===== src/rtl/dbuf_uart_pkg.sv =====
package dbuf_uart_pkg;
  localparam int unsigned ADDR_W = 2;

  localparam logic [ADDR_W-1:0] ADDR_DATA = 2'd0;
  localparam logic [ADDR_W-1:0] ADDR_STAT = 2'd1;
  localparam logic [ADDR_W-1:0] ADDR_CTRL = 2'd2;
  localparam logic [ADDR_W-1:0] ADDR_PER  = 2'd3;

  localparam int unsigned ST_RXF = 0;
  localparam int unsigned ST_TXE = 1;
  localparam int unsigned ST_TXD = 2;
  localparam int unsigned ST_OVR = 3;

  localparam int unsigned CT_RIE = 0;
  localparam int unsigned CT_TIE = 1;
  localparam int unsigned CT_DIE = 2;

  typedef enum logic [1:0] {
    RX_IDLE,
    RX_START,
    RX_DATA,
    RX_STOP
  } rx_state_e;
endpackage


===== src/rtl/dbuf_uart_rx.sv =====
module dbuf_uart_rx
  import dbuf_uart_pkg::*;
#(
  parameter int unsigned DATA_W = 8,
  parameter int unsigned DIV_W  = 8
) (
  input  logic              clk_i,
  input  logic              rst_ni,
  input  logic              rxd_i,
  input  logic [DIV_W-1:0]  per_i,
  output logic              done_o,
  output logic [DATA_W-1:0] data_o
);
  localparam int unsigned IDX_W = (DATA_W > 1) ? $clog2(DATA_W) : 1;

  logic              s1_q, s2_q;
  rx_state_e         st_q;
  logic [DIV_W-1:0]  cnt_q;
  logic [IDX_W-1:0]  idx_q;
  logic [DATA_W-1:0] sh_q;
  logic [DIV_W-1:0]  half;
  logic              bit_end, half_end;

  assign half     = per_i >> 1;
  assign bit_end  = (cnt_q == per_i - DIV_W'(1));
  assign half_end = (cnt_q == half - DIV_W'(1));
  assign done_o   = (st_q == RX_STOP) && bit_end;
  assign data_o   = sh_q;

  always_ff @(posedge clk_i or negedge rst_ni) begin
    if (!rst_ni) begin
      s1_q <= 1'b1;
      s2_q <= 1'b1;
    end else begin
      s1_q <= rxd_i;
      s2_q <= s1_q;
    end
  end

  always_ff @(posedge clk_i or negedge rst_ni) begin
    if (!rst_ni) begin
      st_q  <= RX_IDLE;
      cnt_q <= '0;
      idx_q <= '0;
      sh_q  <= '0;
    end else begin
      unique case (st_q)
        RX_IDLE: begin
          cnt_q <= '0;
          if (!s2_q) st_q <= RX_START;
        end
        RX_START: begin
          if (half_end) begin
            cnt_q <= '0;
            idx_q <= '0;
            st_q  <= s2_q ? RX_IDLE : RX_DATA;
          end else begin
            cnt_q <= cnt_q + DIV_W'(1);
          end
        end
        RX_DATA: begin
          if (bit_end) begin
            cnt_q <= '0;
            sh_q  <= {s2_q, sh_q[DATA_W-1:1]};
            idx_q <= idx_q + IDX_W'(1);
            if (idx_q == IDX_W'(DATA_W-1)) st_q <= RX_STOP;
          end else begin
            cnt_q <= cnt_q + DIV_W'(1);
          end
        end
        RX_STOP: begin
          if (bit_end) begin
            cnt_q <= '0;
            st_q  <= RX_IDLE;
          end else begin
            cnt_q <= cnt_q + DIV_W'(1);
          end
        end
        default: st_q <= RX_IDLE;
      endcase
    end
  end
endmodule


===== src/rtl/dbuf_uart_tx.sv =====
module dbuf_uart_tx #(
  parameter int unsigned DATA_W = 8,
  parameter int unsigned DIV_W  = 8
) (
  input  logic              clk_i,
  input  logic              rst_ni,
  input  logic [DIV_W-1:0]  per_i,
  input  logic              pend_i,
  input  logic [DATA_W-1:0] tdr_i,
  output logic              load_o,
  output logic              done_o,
  output logic              txd_o
);
  localparam int unsigned FRM_W = DATA_W + 2;
  localparam int unsigned IDX_W = $clog2(FRM_W);

  logic             busy_q;
  logic [DIV_W-1:0] cnt_q;
  logic [IDX_W-1:0] idx_q;
  logic [FRM_W-1:0] sh_q;
  logic             bit_end;

  assign bit_end = busy_q && (cnt_q == per_i - DIV_W'(1));
  assign done_o  = bit_end && (idx_q == IDX_W'(FRM_W-1));
  // reload on the stop-bit end cycle keeps frames gapless
  assign load_o  = pend_i && (!busy_q || done_o);
  assign txd_o   = busy_q ? sh_q[0] : 1'b1;

  always_ff @(posedge clk_i or negedge rst_ni) begin
    if (!rst_ni) begin
      busy_q <= 1'b0;
      cnt_q  <= '0;
      idx_q  <= '0;
      sh_q   <= '1;
    end else if (load_o) begin
      busy_q <= 1'b1;
      cnt_q  <= '0;
      idx_q  <= '0;
      sh_q   <= {1'b1, tdr_i, 1'b0};
    end else if (done_o) begin
      busy_q <= 1'b0;
      cnt_q  <= '0;
    end else if (bit_end) begin
      cnt_q  <= '0;
      idx_q  <= idx_q + IDX_W'(1);
      sh_q   <= {1'b1, sh_q[FRM_W-1:1]};
    end else if (busy_q) begin
      cnt_q  <= cnt_q + DIV_W'(1);
    end
  end

  AST_TX_GAPLESS: assert property (@(posedge clk_i) disable iff (!rst_ni)
    (done_o && pend_i) |=> (busy_q && !txd_o)) else $error("gap after frame");
endmodule


===== src/rtl/dbuf_uart_regs.sv =====
module dbuf_uart_regs
  import dbuf_uart_pkg::*;
#(
  parameter int unsigned DATA_W  = 8,
  parameter int unsigned DIV_W   = 8,
  parameter int unsigned DIV_RST = 16
) (
  input  logic              clk_i,
  input  logic              rst_ni,
  input  logic              sel_i,
  input  logic              wr_i,
  input  logic [ADDR_W-1:0] addr_i,
  input  logic [DATA_W-1:0] wdata_i,
  output logic [DATA_W-1:0] rdata_o,
  input  logic              rx_done_i,
  input  logic [DATA_W-1:0] rx_data_i,
  input  logic              tx_load_i,
  input  logic              tx_done_i,
  output logic [DATA_W-1:0] tdr_o,
  output logic              pend_o,
  output logic [DIV_W-1:0]  per_o,
  output logic              irq_rx_o,
  output logic              irq_tx_o,
  output logic              irq_te_o
);
  logic [DATA_W-1:0] rdr_q, tdr_q;
  logic [DIV_W-1:0]  per_q;
  logic [2:0]        ctrl_q;
  logic              rdrf_q, ovr_q, tdre_q, tend_q;
  logic              wr_data, wr_stat, wr_ctrl, wr_per;

  assign wr_data = sel_i && wr_i && (addr_i == ADDR_DATA);
  assign wr_stat = sel_i && wr_i && (addr_i == ADDR_STAT);
  assign wr_ctrl = sel_i && wr_i && (addr_i == ADDR_CTRL);
  assign wr_per  = sel_i && wr_i && (addr_i == ADDR_PER);

  always_ff @(posedge clk_i or negedge rst_ni) begin
    if (!rst_ni) begin
      tdr_q  <= '0;
      ctrl_q <= '0;
      per_q  <= DIV_W'(DIV_RST);
    end else begin
      if (wr_data) tdr_q  <= wdata_i;
      if (wr_ctrl) ctrl_q <= wdata_i[2:0];
      if (wr_per)  per_q  <= wdata_i[DIV_W-1:0];
    end
  end

  // hardware set has priority over software clear
  always_ff @(posedge clk_i or negedge rst_ni) begin
    if (!rst_ni) begin
      rdr_q  <= '0;
      rdrf_q <= 1'b0;
      ovr_q  <= 1'b0;
      tdre_q <= 1'b1;
      tend_q <= 1'b1;
    end else begin
      if (rx_done_i && !rdrf_q) begin
        rdr_q  <= rx_data_i;
        rdrf_q <= 1'b1;
      end else if (wr_stat && !wdata_i[ST_RXF]) begin
        rdrf_q <= 1'b0;
      end
      if (rx_done_i && rdrf_q)                ovr_q <= 1'b1;
      else if (wr_stat && !wdata_i[ST_OVR])   ovr_q <= 1'b0;
      if (tx_load_i)                          tdre_q <= 1'b1;
      else if (wr_stat && !wdata_i[ST_TXE])   tdre_q <= 1'b0;
      if (tx_done_i && tdre_q)                tend_q <= 1'b1;
      else if (wr_stat && !wdata_i[ST_TXE])   tend_q <= 1'b0;
    end
  end

  always_comb begin
    rdata_o = '0;
    unique case (addr_i)
      ADDR_DATA: rdata_o = rdr_q;
      ADDR_STAT: begin
        rdata_o[ST_RXF] = rdrf_q;
        rdata_o[ST_TXE] = tdre_q;
        rdata_o[ST_TXD] = tend_q;
        rdata_o[ST_OVR] = ovr_q;
      end
      ADDR_CTRL: rdata_o[2:0] = ctrl_q;
      default:   rdata_o = DATA_W'(per_q);
    endcase
  end

  assign tdr_o    = tdr_q;
  assign pend_o   = !tdre_q;
  assign per_o    = per_q;
  assign irq_rx_o = rdrf_q && ctrl_q[CT_RIE];
  assign irq_tx_o = tdre_q && ctrl_q[CT_TIE];
  assign irq_te_o = tend_q && ctrl_q[CT_DIE];

  AST_RX_CAPTURE: assert property (@(posedge clk_i) disable iff (!rst_ni)
    (rx_done_i && !rdrf_q) |=> (rdrf_q && rdr_q == $past(rx_data_i))) else $error("rx capture");
  AST_OVR_DROP: assert property (@(posedge clk_i) disable iff (!rst_ni)
    (rx_done_i && rdrf_q) |=> (ovr_q && rdrf_q && $stable(rdr_q))) else $error("overrun");
  AST_LOAD_EMPTY: assert property (@(posedge clk_i) disable iff (!rst_ni)
    tx_load_i |=> tdre_q) else $error("load flag");
  AST_TEND_SET: assert property (@(posedge clk_i) disable iff (!rst_ni)
    (tx_done_i && tdre_q) |=> tend_q) else $error("tend set");
  AST_TEND_CAUSE: assert property (@(posedge clk_i) disable iff (!rst_ni)
    $rose(tend_q) |-> $past(tx_done_i && tdre_q)) else $error("tend cause");
endmodule


===== src/rtl/dbuf_uart.sv =====
module dbuf_uart
  import dbuf_uart_pkg::*;
#(
  parameter int unsigned DATA_W  = 8,
  parameter int unsigned DIV_W   = 8,
  parameter int unsigned DIV_RST = 16
) (
  input  logic              clk_i,
  input  logic              rst_ni,
  input  logic              sel_i,
  input  logic              wr_i,
  input  logic [ADDR_W-1:0] addr_i,
  input  logic [DATA_W-1:0] wdata_i,
  output logic [DATA_W-1:0] rdata_o,
  input  logic              rxd_i,
  output logic              txd_o,
  output logic              irq_rx_o,
  output logic              irq_tx_o,
  output logic              irq_te_o
);
  logic              rx_done, tx_load, tx_done, pend;
  logic [DATA_W-1:0] rx_data, tdr;
  logic [DIV_W-1:0]  per;

  dbuf_uart_regs #(.DATA_W(DATA_W), .DIV_W(DIV_W), .DIV_RST(DIV_RST)) regs_i (
    .clk_i, .rst_ni, .sel_i, .wr_i, .addr_i, .wdata_i, .rdata_o,
    .rx_done_i(rx_done), .rx_data_i(rx_data),
    .tx_load_i(tx_load), .tx_done_i(tx_done),
    .tdr_o(tdr), .pend_o(pend), .per_o(per),
    .irq_rx_o, .irq_tx_o, .irq_te_o
  );

  dbuf_uart_rx #(.DATA_W(DATA_W), .DIV_W(DIV_W)) rx_i (
    .clk_i, .rst_ni, .rxd_i, .per_i(per),
    .done_o(rx_done), .data_o(rx_data)
  );

  dbuf_uart_tx #(.DATA_W(DATA_W), .DIV_W(DIV_W)) tx_i (
    .clk_i, .rst_ni, .per_i(per), .pend_i(pend), .tdr_i(tdr),
    .load_o(tx_load), .done_o(tx_done), .txd_o
  );
endmodule


===== config.mk =====
export PLATFORM = sky130hd
export DESIGN_NAME = dbuf_uart
export DESIGN_NICKNAME = d
export VERILOG_FILES = /design/src/rtl/dbuf_uart_pkg.sv /design/src/rtl/dbuf_uart_rx.sv /design/src/rtl/dbuf_uart_tx.sv /design/src/rtl/dbuf_uart_regs.sv /design/src/rtl/dbuf_uart.sv
export SDC_FILE = /design/constraint.sdc
export NUM_CORES = 1
export LEC_CHECK = 0
export BUFFER_PORTS_ARGS = -buffer_cell sky130_fd_sc_hd__buf_2
export CAP_MARGIN = 20
export CORE_ASPECT_RATIO = 0.9
export CORE_UTILIZATION = 55
export CTS_BUF_LIST = sky130_fd_sc_hd__clkbuf_8
export DETAILED_ROUTE_END_ITERATION = 10
export PLACE_DENSITY = 0.73
export SYNTH_ARGS = -nofsm -noshare
export SYNTH_HDL_FRONTEND = slang
export SYNTH_SLANG_ARGS = --single-unit

===== constraint.sdc =====
create_clock -name clk_i -period 7.2 [get_ports clk_i]
set_clock_uncertainty 0.1 [all_clocks]
set_input_delay 0.36 -clock clk_i [delete_from_list [all_inputs] [get_ports clk_i]]
set_output_delay 0.36 -clock clk_i [all_outputs]
set_load 0.005 [all_outputs]

==> results.toml, run 1 <==
[logic_synthesis]
synth_seq_cells = 76
ys_top_cells_by_area = "dfrtp_1 (36%), mux2_2 (8.9%), dfstp_2 (8.5%), ha_1 (3.8%), xnor2_1 (3.6%)"
synth.cell_area_sq_um = 4324
synth_edf_count = 0
yosysTopAreaCellShare_pct = 35.88
syn_inst = 402
synthArstFlopShare_pct = 100.0
yosys.area.top_type = "dfrtp_1"
synth_cell_types = 67
synth_nets = 430
yosysWarnings = 0
synth-seq-area-share_pct = 44.39
syn_avg_cell_area_sq_um = 10.76
synth_flop_cell = "dfrtp_1"

[floorplanning]
io_pins = 27
start_util_pct = 57.03
dieArea_sq_um = 8221
die_h_um = 86.12
core_sq_um = 7582
rows = 30
dieWidth_um = 95.47

[sta]
tightest_slew_ns = 0.9537
period_minus_slack_ns = 3.540
setup_tns_ns = 0
hold_viol_final = 0
timing.final.crit_share_pct = 49.16
fmax_mhz = 282.5
slew_violations = 0
rsz0062_at_grt = "no"
worst_slew_margin_rel_pct = 36.42
worst_slack_ns = 3.660
final-setup-viol-count = 0

[finish]
final_area_sq_um = 4683
layout-drive-gt1-share_pct = 25.54
antenna_cells = 0
syn_to_final_growth_pct = 8.304
num-nets-final = 442
final_util_pct = 61.77

[setup_path]
critPathKind = "flip-flop to flip-flop"
startpoint_type = "flip-flop"
crit_fanout = 12
arrival_ns = 3.69
reg2reg_slack_ns = 3.66
critPathRequiredTime_ns = 7.35
endpoint_kind = "flip-flop"

[pwr]
p_sw_mw = 0.4968
internal_power_mw = 0.8933
leakage_nw = 2.091
seqPwrFrac_pct = 44.4
power_mw = 1.390
powerDensity_nw_per_um2 = 296.8
swShare_pct = 35.74
peakVddDrop_mv = 0.1959
p_clk_share_pct = 26.7
combPwrFrac_pct = 28.8

[routing]
totalWireLength_mm = 9.666
wire_per_inst_um = 18.77
via_count = 3193
first_pass_iters = 4
drcViolationCount = 0
drtIter0Drc = 173
vias_per_cell = 6.200
postRouteAntennaNets = 0

[global_route]
grtUsageTotal_pct = 26.02
grt_max_degree = 77
grt_pass1_wl_mm = 15.99
antenna_found_initial = 0
grt_pass1_vias = 3213
grt_overflow = 0

[clocking]
worstSkewPairLatency_ns = 0.37
path_clk_slew_ns = 0.09
cts.sinks = 76
cts_resized = 0
ctsRootBufferMaster = "clkbuf_8"
numCtsBuffers = 9
htree_levels = 3
cts_tree = "built"
clk_path_buf_depth = 2

[placement]
port_buffers = 26
gp_congestion = 0.8540
place_hpwl_mm = 6.667
post_dp_cell_area_sq_um = 4451
place_ws_ns = 3.757

[outcome]
status = "completed"

[run]
maxCapViolCount = 0

[worst_hold_path]
hold_path.class = "input port to async pin"
-- synth_stat cells, types with 2 or more instances --
| master | n |
|---|---|
| nor4_1 | 2 |
| o31a_1 | 8 |
| and2_1 | 5 |
| a31oi_1 | 7 |
| o221ai_1 | 3 |
| buf_2 | 9 |
| mux4_2 | 3 |
| nor2_1 | 24 |
| o21ai_0 | 17 |
| mux2i_1 | 3 |
| xnor2_1 | 18 |
| nand4_1 | 5 |
| nor3_1 | 8 |
| a21oi_1 | 14 |
| xor2_1 | 15 |
| nand2b_1 | 4 |
| mux2_2 | 34 |
| nand4b_1 | 3 |
| and2_0 | 2 |
| dfstp_2 | 14 |
| xnor3_1 | 2 |
| dfrtp_1 | 62 |
| inv_1 | 14 |
| and3b_1 | 4 |
| nor2b_1 | 4 |
| clkbuf_1 | 12 |
| buf_6 | 2 |
| ha_1 | 13 |
| clkbuf_2 | 2 |
| a22o_1 | 5 |
| nand3_1 | 12 |
| nand2_1 | 18 |
| o221a_2 | 7 |
| and3_1 | 5 |
| or3_1 | 10 |
-- repair_timing --
| item | CTS | global route |
|---|---|---|
| setup buffers | 0 | 0 |
| hold buffers | 1 | 0 |
| hold endpoints to repair | 1 | 0 |
-- critical path, cell delays in order, from the launching register on --
cell and delay, ns:
dfrtp_1 0.49, inv_1 0.17, ha_1 0.36, nor4b_1 0.52, xnor3_1 0.24, o211ai_1 0.13, nor4_4 0.50, and3b_1 0.52
mux2_2 0.39
-- final cells by class --
cell class              count  area, sq um
inverters                  14        52.55
clock inverters             7        98.84
repair buffers             28        150.1
well taps                  96        120.1
fillers                   645         2899
multi-input cells         285         2218
flip-flops and latches     76         1919
clock buffers               9        123.9
-- stage by stage --
step	cells	hold slack, ns
finish	515	0.04035
global route	515	0.1247
global placement	498	0.2486
detailed placement	498	0.2481
floorplan	402	-0.03559
CTS	515	0.07818
-- cells in the final DEF (no fill, tap or decap), types with 3 or more instances in the layout --
cell type  count
mux2i_1        3
nand4_1        5
o221a_2        7
inv_1         15
xor2_1        15
dfstp_2       14
clkbuf_8       9
or3_1         10
nor3_1         8
and3b_1        4
o21ai_0       17
and2_1         5
mux4_2         3
a31oi_1        7
mux2_2        34
nand2b_1       4
dfrtp_1       62
nand2_1       18
a21oi_1       14
o31a_1         8
nor2b_1        4
nand4b_1       3
o221ai_1       3
nor2_1        24
xnor2_1       18
and3_1         5
ha_1          13
nand3_1       12
buf_2         25
a22o_1         5
-- per-layer routing --
metal	track usage (%)	vias to the layer above	wire, um
li1	-	1484	-
met1	35.10	1620	4377
met2	41.56	73	4716
met3	5.674	16	405
met4	8.820	0	167
met5	0	-	0
-- power by group through the flow --
| stage | combinational (mW) | sequential (mW) | clock [mW] |
|---|---|---|---|
| 3_3_place_gp | 0.385 | 0.617 | 0 |
| 6_report | 0.401 | 0.618 | 0.372 |
| 4_1_cts | 0.402 | 0.615 | 0.377 |
| 3_5_place_dp | 0.397 | 0.621 | 0 |
| 5_1_grt | 0.449 | 0.628 | 0.396 |
| 2_1_floorplan | 0.363 | 0.559 | 0 |
-- worst paths after layout --
check                             endpoint            start  cells after the start
setup / recovery           regs_i.rdr_q[3]  regs_i.per_o[2]                      8
hold / removal               rx_i.idx_q[2]           rst_ni                      1
setup reg to reg           regs_i.rdr_q[3]  regs_i.per_o[2]                      8
hold reg to reg                  rx_i.s2_q        rx_i.s1_q                      0
max in group asynchronous  regs_i.tdr_o[7]           rst_ni                      1
min in group clk_i         regs_i.per_o[6]       wdata_i[6]                      2
-- registers in the layout, summed over array words and instances (netlist names), 4 cells and up, named ones only --
register / flops
regs_i.per_o: 8
regs_i.rdr_q: 8
regs_i.tdr_o: 8
rx_i.cnt_q: 8
rx_i.data_o: 8
tx_i.cnt_q: 8
tx_i.idx_q: 4
tx_i.sh_q: 9
-- cell families (layout without fill, tap and decap cells) --
| family | Yosys count | in the layout | share of synthesized area, % |
|---|---|---|---|
| DFF | 76 | 76 | 44.39 |
| AOI/OAI and AO/OA | 78 | 78 | 13.05 |
| buffers and inverters | 41 | 58 | 4.311 |
| adders and majority gates | 13 | 13 | 3.762 |
| muxes | 41 | 41 | 11.37 |
| xor gates and xnor gates | 35 | 35 | 7.726 |
| and+or+nand+nor | 118 | 118 | 15.39 |
(Power assumes the default switching activity.)
==> run 2: changes to the inputs <==
Clock period 7.2 ns to 3.7 ns, I/O delays scaled along.
==> run 2 against run 1 <==
Critical path depth is the same. Worst setup slack worse by 3.2 ns. Final cell count rose by 1.6%. Utilization is 0.31 points higher. Wire length decreased by 4.2%. Non-clock buffer count grew 8.
==> results.toml, run 2 (synthesized netlist as in run 1, its figures left out) <==
[pwr]
leakage_nw = 2.099
powerDensity_nw_per_um2 = 542.7
peakVddDrop_mv = 0.3093
combPwrFrac_pct = 31.2
internal_power_mw = 1.609
p_sw_mw = 0.9456
p_clk_share_pct = 22.3
swShare_pct = 37.02
seqPwrFrac_pct = 46.4

[floorplanning]
core_sq_um = 7582
die_h_um = 86.12
dieArea_sq_um = 8221
io_pins = 27
start_util_pct = 57.03
dieWidth_um = 95.47
rows = 30

[worst_hold_path]
hold_path.class = "input port to flip-flop"
holdPathStages = 2
hp-start = "wdata_i[2]"
hold-path-endpoint = "regs_i.tdr_o[2]"

[finish]
largest_reg_flops = 9
layout-drive-gt1-share_pct = 25.76
num-nets-final = 450
final_cell_mix = "dfrtp_1 (62), mux2_2 (34), buf_2 (25)"
antenna_cells = 0
n_fill_cell = 603
syn_to_final_growth_pct = 8.854
final_area_sq_um = 4707
top_register = "tx_i.sh_q"
layout_commonest_cell = "dfrtp_1"

[setup_path]
critPathRequiredTime_ns = 3.89
endpoint_kind = "flip-flop"
r2r-start = "regs_i.per_o[2]"
reg2reg_slack_ns = 0.42
r2r_end = "tx_i.sh_q[4]"
slowest_stage = "or4_1"
critPathKind = "flip-flop to flip-flop"
cp_cell_sequence = "inv_1 > ha_1 > nor4b_1 > xnor3_1 > o2111ai_1 > or4_1 > o21ai_2 > o221a_2"
reg2reg_depth = 8
startpoint_type = "flip-flop"
slowest_delay_ns = 0.61
crit_fanout = 12
cpLargestDelayFamily = "simple AND/OR/NAND/NOR gates"
critPathBufInv = 1
arrival_ns = 3.47

[global_route]
grt_overflow = 0
antenna_found_initial = 0
grt_pass1_vias = 3039
grt_max_degree = 77
grtUsageTotal_pct = 24.87
grt_pass1_wl_mm = 15.50

[clocking]
cts_resized = 0
cts_tree = "built"
worstSkewPairLatency_ns = 0.35
path_clk_slew_ns = 0.08
numCtsBuffers = 9
cts.sinks = 76
hold_buffers = 6
ctsRootBufferMaster = "clkbuf_8"
post_cts_buffers = 0
htree_levels = 3
clk_path_buf_depth = 2

[sta]
hold_slack_ns = 0.01781
hold_viol_final = 0
period_minus_slack_ns = 3.277
tightest_slew_ns = 0.9612
fmax_mhz = 305.2
timing.final.crit_share_pct = 88.56
rsz0062_at_grt = "no"
final-setup-viol-count = 0
worst_slew_margin_rel_pct = 35.92
setup_tns_ns = 0
slew_violations = 0

[routing]
first_pass_iters = 4
drcViolationCount = 0
postRouteAntennaNets = 0
totalWireLength_mm = 9.264
drtIter0Drc = 171
vias_per_cell = 6.034
via_count = 3156
wire_per_inst_um = 17.71

[run]
maxCapViolCount = 0

[placement]
place_hpwl_mm = 6.399
post_dp_cell_area_sq_um = 4473
gp_congestion = 0.8724
port_buffers = 26

[outcome]
status = "completed"
-- run 2: cell types whose count changed in the layout (fill, tap and decap cells not counted) --
cell / delta
clkinvlp_4: +2
clkinv_4: -1
bufinv_16: -2
dlygate4sd3_1: +5
buf_4: +3
clkinv_2: +1
-- run 2: power by group through the flow --
stage | Sequential, mW | Combinational, mW | Clock, mW
floorplan | 1.09 | 0.706 | 0
detailed placement | 1.19 | 0.792 | 0
global route | 1.21 | 0.891 | 0.619
global placement | 1.19 | 0.770 | 0
finish | 1.19 | 0.798 | 0.570
CTS | 1.18 | 0.800 | 0.582
-- run 2: per-layer routing --
metal | routed length (um) | part of all wire [%] | track usage [%] | up-vias
met1 | 4508 | 49 | 37.63 | 1576
li1 | - | - | - | 1505
met4 | 143 | 1.5 | 8.684 | 0
met5 | 0 | 0 | 0 | -
met2 | 4301 | 46 | 36.23 | 60
met3 | 311 | 3.4 | 3.812 | 15
-- run 2: worst max-delay path by stage --
stage	endpoint	cells past startpoint	from	slack, ns
after floorplan	regs_i.rdr_q[0]	11	regs_i.per_o[1]	0.90
after global placement	tx_i.sh_q[8]	9	regs_i.per_o[2]	0.57
after detailed placement	tx_i.sh_q[3]	8	regs_i.per_o[2]	0.45
after CTS	tx_i.sh_q[4]	8	regs_i.per_o[2]	0.43
after global routing	tx_i.sh_q[3]	8	regs_i.per_o[2]	0.15
final	tx_i.sh_q[4]	8	regs_i.per_o[2]	0.42
-- run 2: area by class of cell --
class | count | area [sq um] | area share, %
timing repair buffer | 36 | 222.7 | 4.732
inverter | 14 | 52.55 | 1.116
multi-input combinational | 285 | 2218 | 47.13
clock inverter | 7 | 50.05 | 1.063
tap | 96 | 120.1 | 2.552
clock buffer | 9 | 123.9 | 2.632
sequential | 76 | 1919 | 40.78
-- run 2: per-stage QoR --
step | util, % | worst slack [ns] | std cells | power, mW
2_1_floorplan | - | 0.8977 | 402 | 1.795
3_3_place_gp | 58.99 | 0.5681 | 501 | 1.958
3_5_place_dp | 58.99 | 0.4544 | 501 | 1.986
4_1_cts | 62.08 | 0.4318 | 523 | 2.563
5_1_grt | 62.08 | 0.1514 | 523 | 2.720
6_report | 62.08 | 0.4232 | 523 | 2.555
==> run 3: changes to the inputs <==
Settings changed: CORE_UTILIZATION 55 to 50, PLACE_DENSITY 0.73 to 0.68.
==> run 3 against run 2 <==
Via count rose by 0.82%. Count of clock-buffer cells in the layout increased by 1. Utilization down 3.6 points. Die area is 9.8% higher. Clock power grew 30%. Sequential power is essentially flat. Maximum frequency decreased by 0.86%. Sequential cell count stayed put. Non-clock buffer count grew 2. Final area rose by 2.2%. First-iteration DRC count rose by 15%. Wire length is 1.9% higher. Critical path type unchanged. Largest cell class unchanged.
==> results.toml, run 3 (synthesized netlist as in run 1, its figures left out) <==
[floorplanning]
dieWidth_um = 100.0
rows = 31
core_sq_um = 8223
dieArea_sq_um = 9025
io_pins = 27
die_h_um = 90.23
start_util_pct = 52.59

[clocking]
path_clk_slew_ns = 0.08
numCtsBuffers = 9
htree_levels = 3
cts.sinks = 76
ctsRootBufferMaster = "clkbuf_8"
post_cts_buffers = 0
cts_tree = "built"
clk_path_buf_depth = 2
worstSkewPairLatency_ns = 0.36

[setup_path]
startpoint_type = "flip-flop"
critPathKind = "flip-flop to flip-flop"
arrival_ns = 3.50
crit_fanout = 12
cp_common_cell = "a21oi_1"
slowest_stage = "or4_1"
slowest_delay_ns = 0.64
reg2reg_depth = 9
reg2reg_slack_ns = 0.39
critPathRequiredTime_ns = 3.89
cp_cell_sequence = "inv_1 > ha_1 > nor4b_1 > xnor3_1 > o2111ai_1 > or4_1 > o21ai_2 > a21oi_1 > a21oi_1"
r2r-start = "regs_i.per_o[2]"
endpoint_kind = "flip-flop"
r2r_end = "tx_i.sh_q[8]"

[sta]
fmax_mhz = 302.6
final-setup-viol-count = 0
hold_viol_final = 0
tightest_slew_ns = 0.9446
worst_slew_margin_rel_pct = 37.03
slew_violations = 0
setup_tns_ns = 0
rsz0062_at_grt = "no"
period_minus_slack_ns = 3.305
timing.final.crit_share_pct = 89.33

[worst_hold_path]
hp-start = "wdata_i[2]"
hold-path-endpoint = "regs_i.ctrl_q[2]"
hold_path.class = "input port to flip-flop"
holdPathStages = 2

[global_route]
grtUsageTotal_pct = 23.22
grt_pass1_vias = 3272
grt_max_degree = 77
grt_pass1_wl_mm = 16.24
grt_overflow = 0
antenna_found_initial = 0

[pwr]
powerDensity_nw_per_um2 = 568.1
leakage_nw = 2.133
peakVddDrop_mv = 0.3384

[placement]
place_hpwl_mm = 6.468
port_buffers = 26
place_inst = 520
gp_congestion = 0.8494

[routing]
postRouteAntennaNets = 0
drtIter0Drc = 197
drcViolationCount = 0
totalWireLength_mm = 9.441
wire_per_inst_um = 17.35
first_pass_iters = 4
via_count = 3182
vias_per_cell = 5.849

[finish]
num-nets-final = 452
largest_reg_flops = 9
syn_to_final_growth_pct = 11.20
final_cell_mix = "dfrtp_1 (62), mux2_2 (34), buf_2 (25)"
layout-drive-gt1-share_pct = 25.87
top_register = "tx_i.sh_q"
stdcell_count = 544
layout_commonest_cell = "dfrtp_1"
final_util_pct = 58.48
antenna_cells = 0

[run]
maxCapViolCount = 0

[outcome]
status = "completed"
==> run 3: worst max-delay path: cells and delay by family (launching register included) <==
| kind | cells | cell delay [ns] |
|---|---|---|
| fa+ha+maj | 1 | 0.38 |
| xor+xnor | 1 | 0.21 |
| simple gates | 2 | 1.09 |
| buf+inv | 1 | 0.16 |
| flops | 1 | 0.48 |
| compound gates | 4 | 0.82 |
==> run 3: report_power, final <==
group / total (mW) / internal (mW) / switching [mW] / leakage [nW]
Sequential: 1.18 / 0.981 / 0.204 / 0.952
Clock: 0.742 / 0.404 / 0.338 / 0.113
Combinational: 0.805 / 0.385 / 0.420 / 1.07
==> run 3: worst max path at each step <==
| stage | from | endpoint | slack [ns] |
|---|---|---|---|
| 2_1_floorplan | regs_i.per_o[1] | regs_i.rdr_q[0] | 0.90 |
| 3_3_place_gp | regs_i.per_o[2] | tx_i.sh_q[3] | 0.57 |
| 3_5_place_dp | regs_i.per_o[2] | tx_i.sh_q[6] | 0.43 |
| 4_1_cts | regs_i.per_o[2] | tx_i.sh_q[8] | 0.41 |
| 5_1_grt | regs_i.per_o[2] | tx_i.sh_q[8] | 0.17 |
| 6_report | regs_i.per_o[2] | tx_i.sh_q[8] | 0.39 |
==> run 3: layout make-up <==
cell class / instances / area, sq um
clock inverters: 6 / 93.84
repair buffers: 38 / 242.7
clock buffers: 10 / 137.6
fillers: 722 / 3415
flip-flops and latches: 76 / 1919
inverters: 14 / 52.55
multi-input cells: 285 / 2218
well taps: 115 / 143.9
==> run 3: metrics by stage <==
| step | worst slack (ns) | total power [mW] | hold WS (ns) | instance area (sq um) |
|---|---|---|---|---|
| global placement | 0.5654 | 1.968 | 0.1917 | 4497 |
| global route | 0.1749 | 2.907 | 0.02373 | 4808 |
| finish | 0.3949 | 2.732 | 0.02800 | 4808 |
| detailed placement | 0.4309 | 1.988 | 0.1938 | 4497 |
| CTS | 0.4128 | 2.744 | 0.02072 | 4808 |
| floorplan | 0.8977 | 1.795 | -0.2106 | 4324 |
==> run 3: per-layer routing <==
layer	global-route usage (%)	up-vias	part of all wire, %
li1	-	1503	-
met1	32.80	1584	47
met2	35.69	83	47
met3	4.510	12	4.7
met4	8.333	0	1.3
met5	0	-	0
==> run 3: timing repair <==
item,in CTS,in global routing
hold endpoints to repair,74,0
resized for setup,0,0
hold buffers,8,0
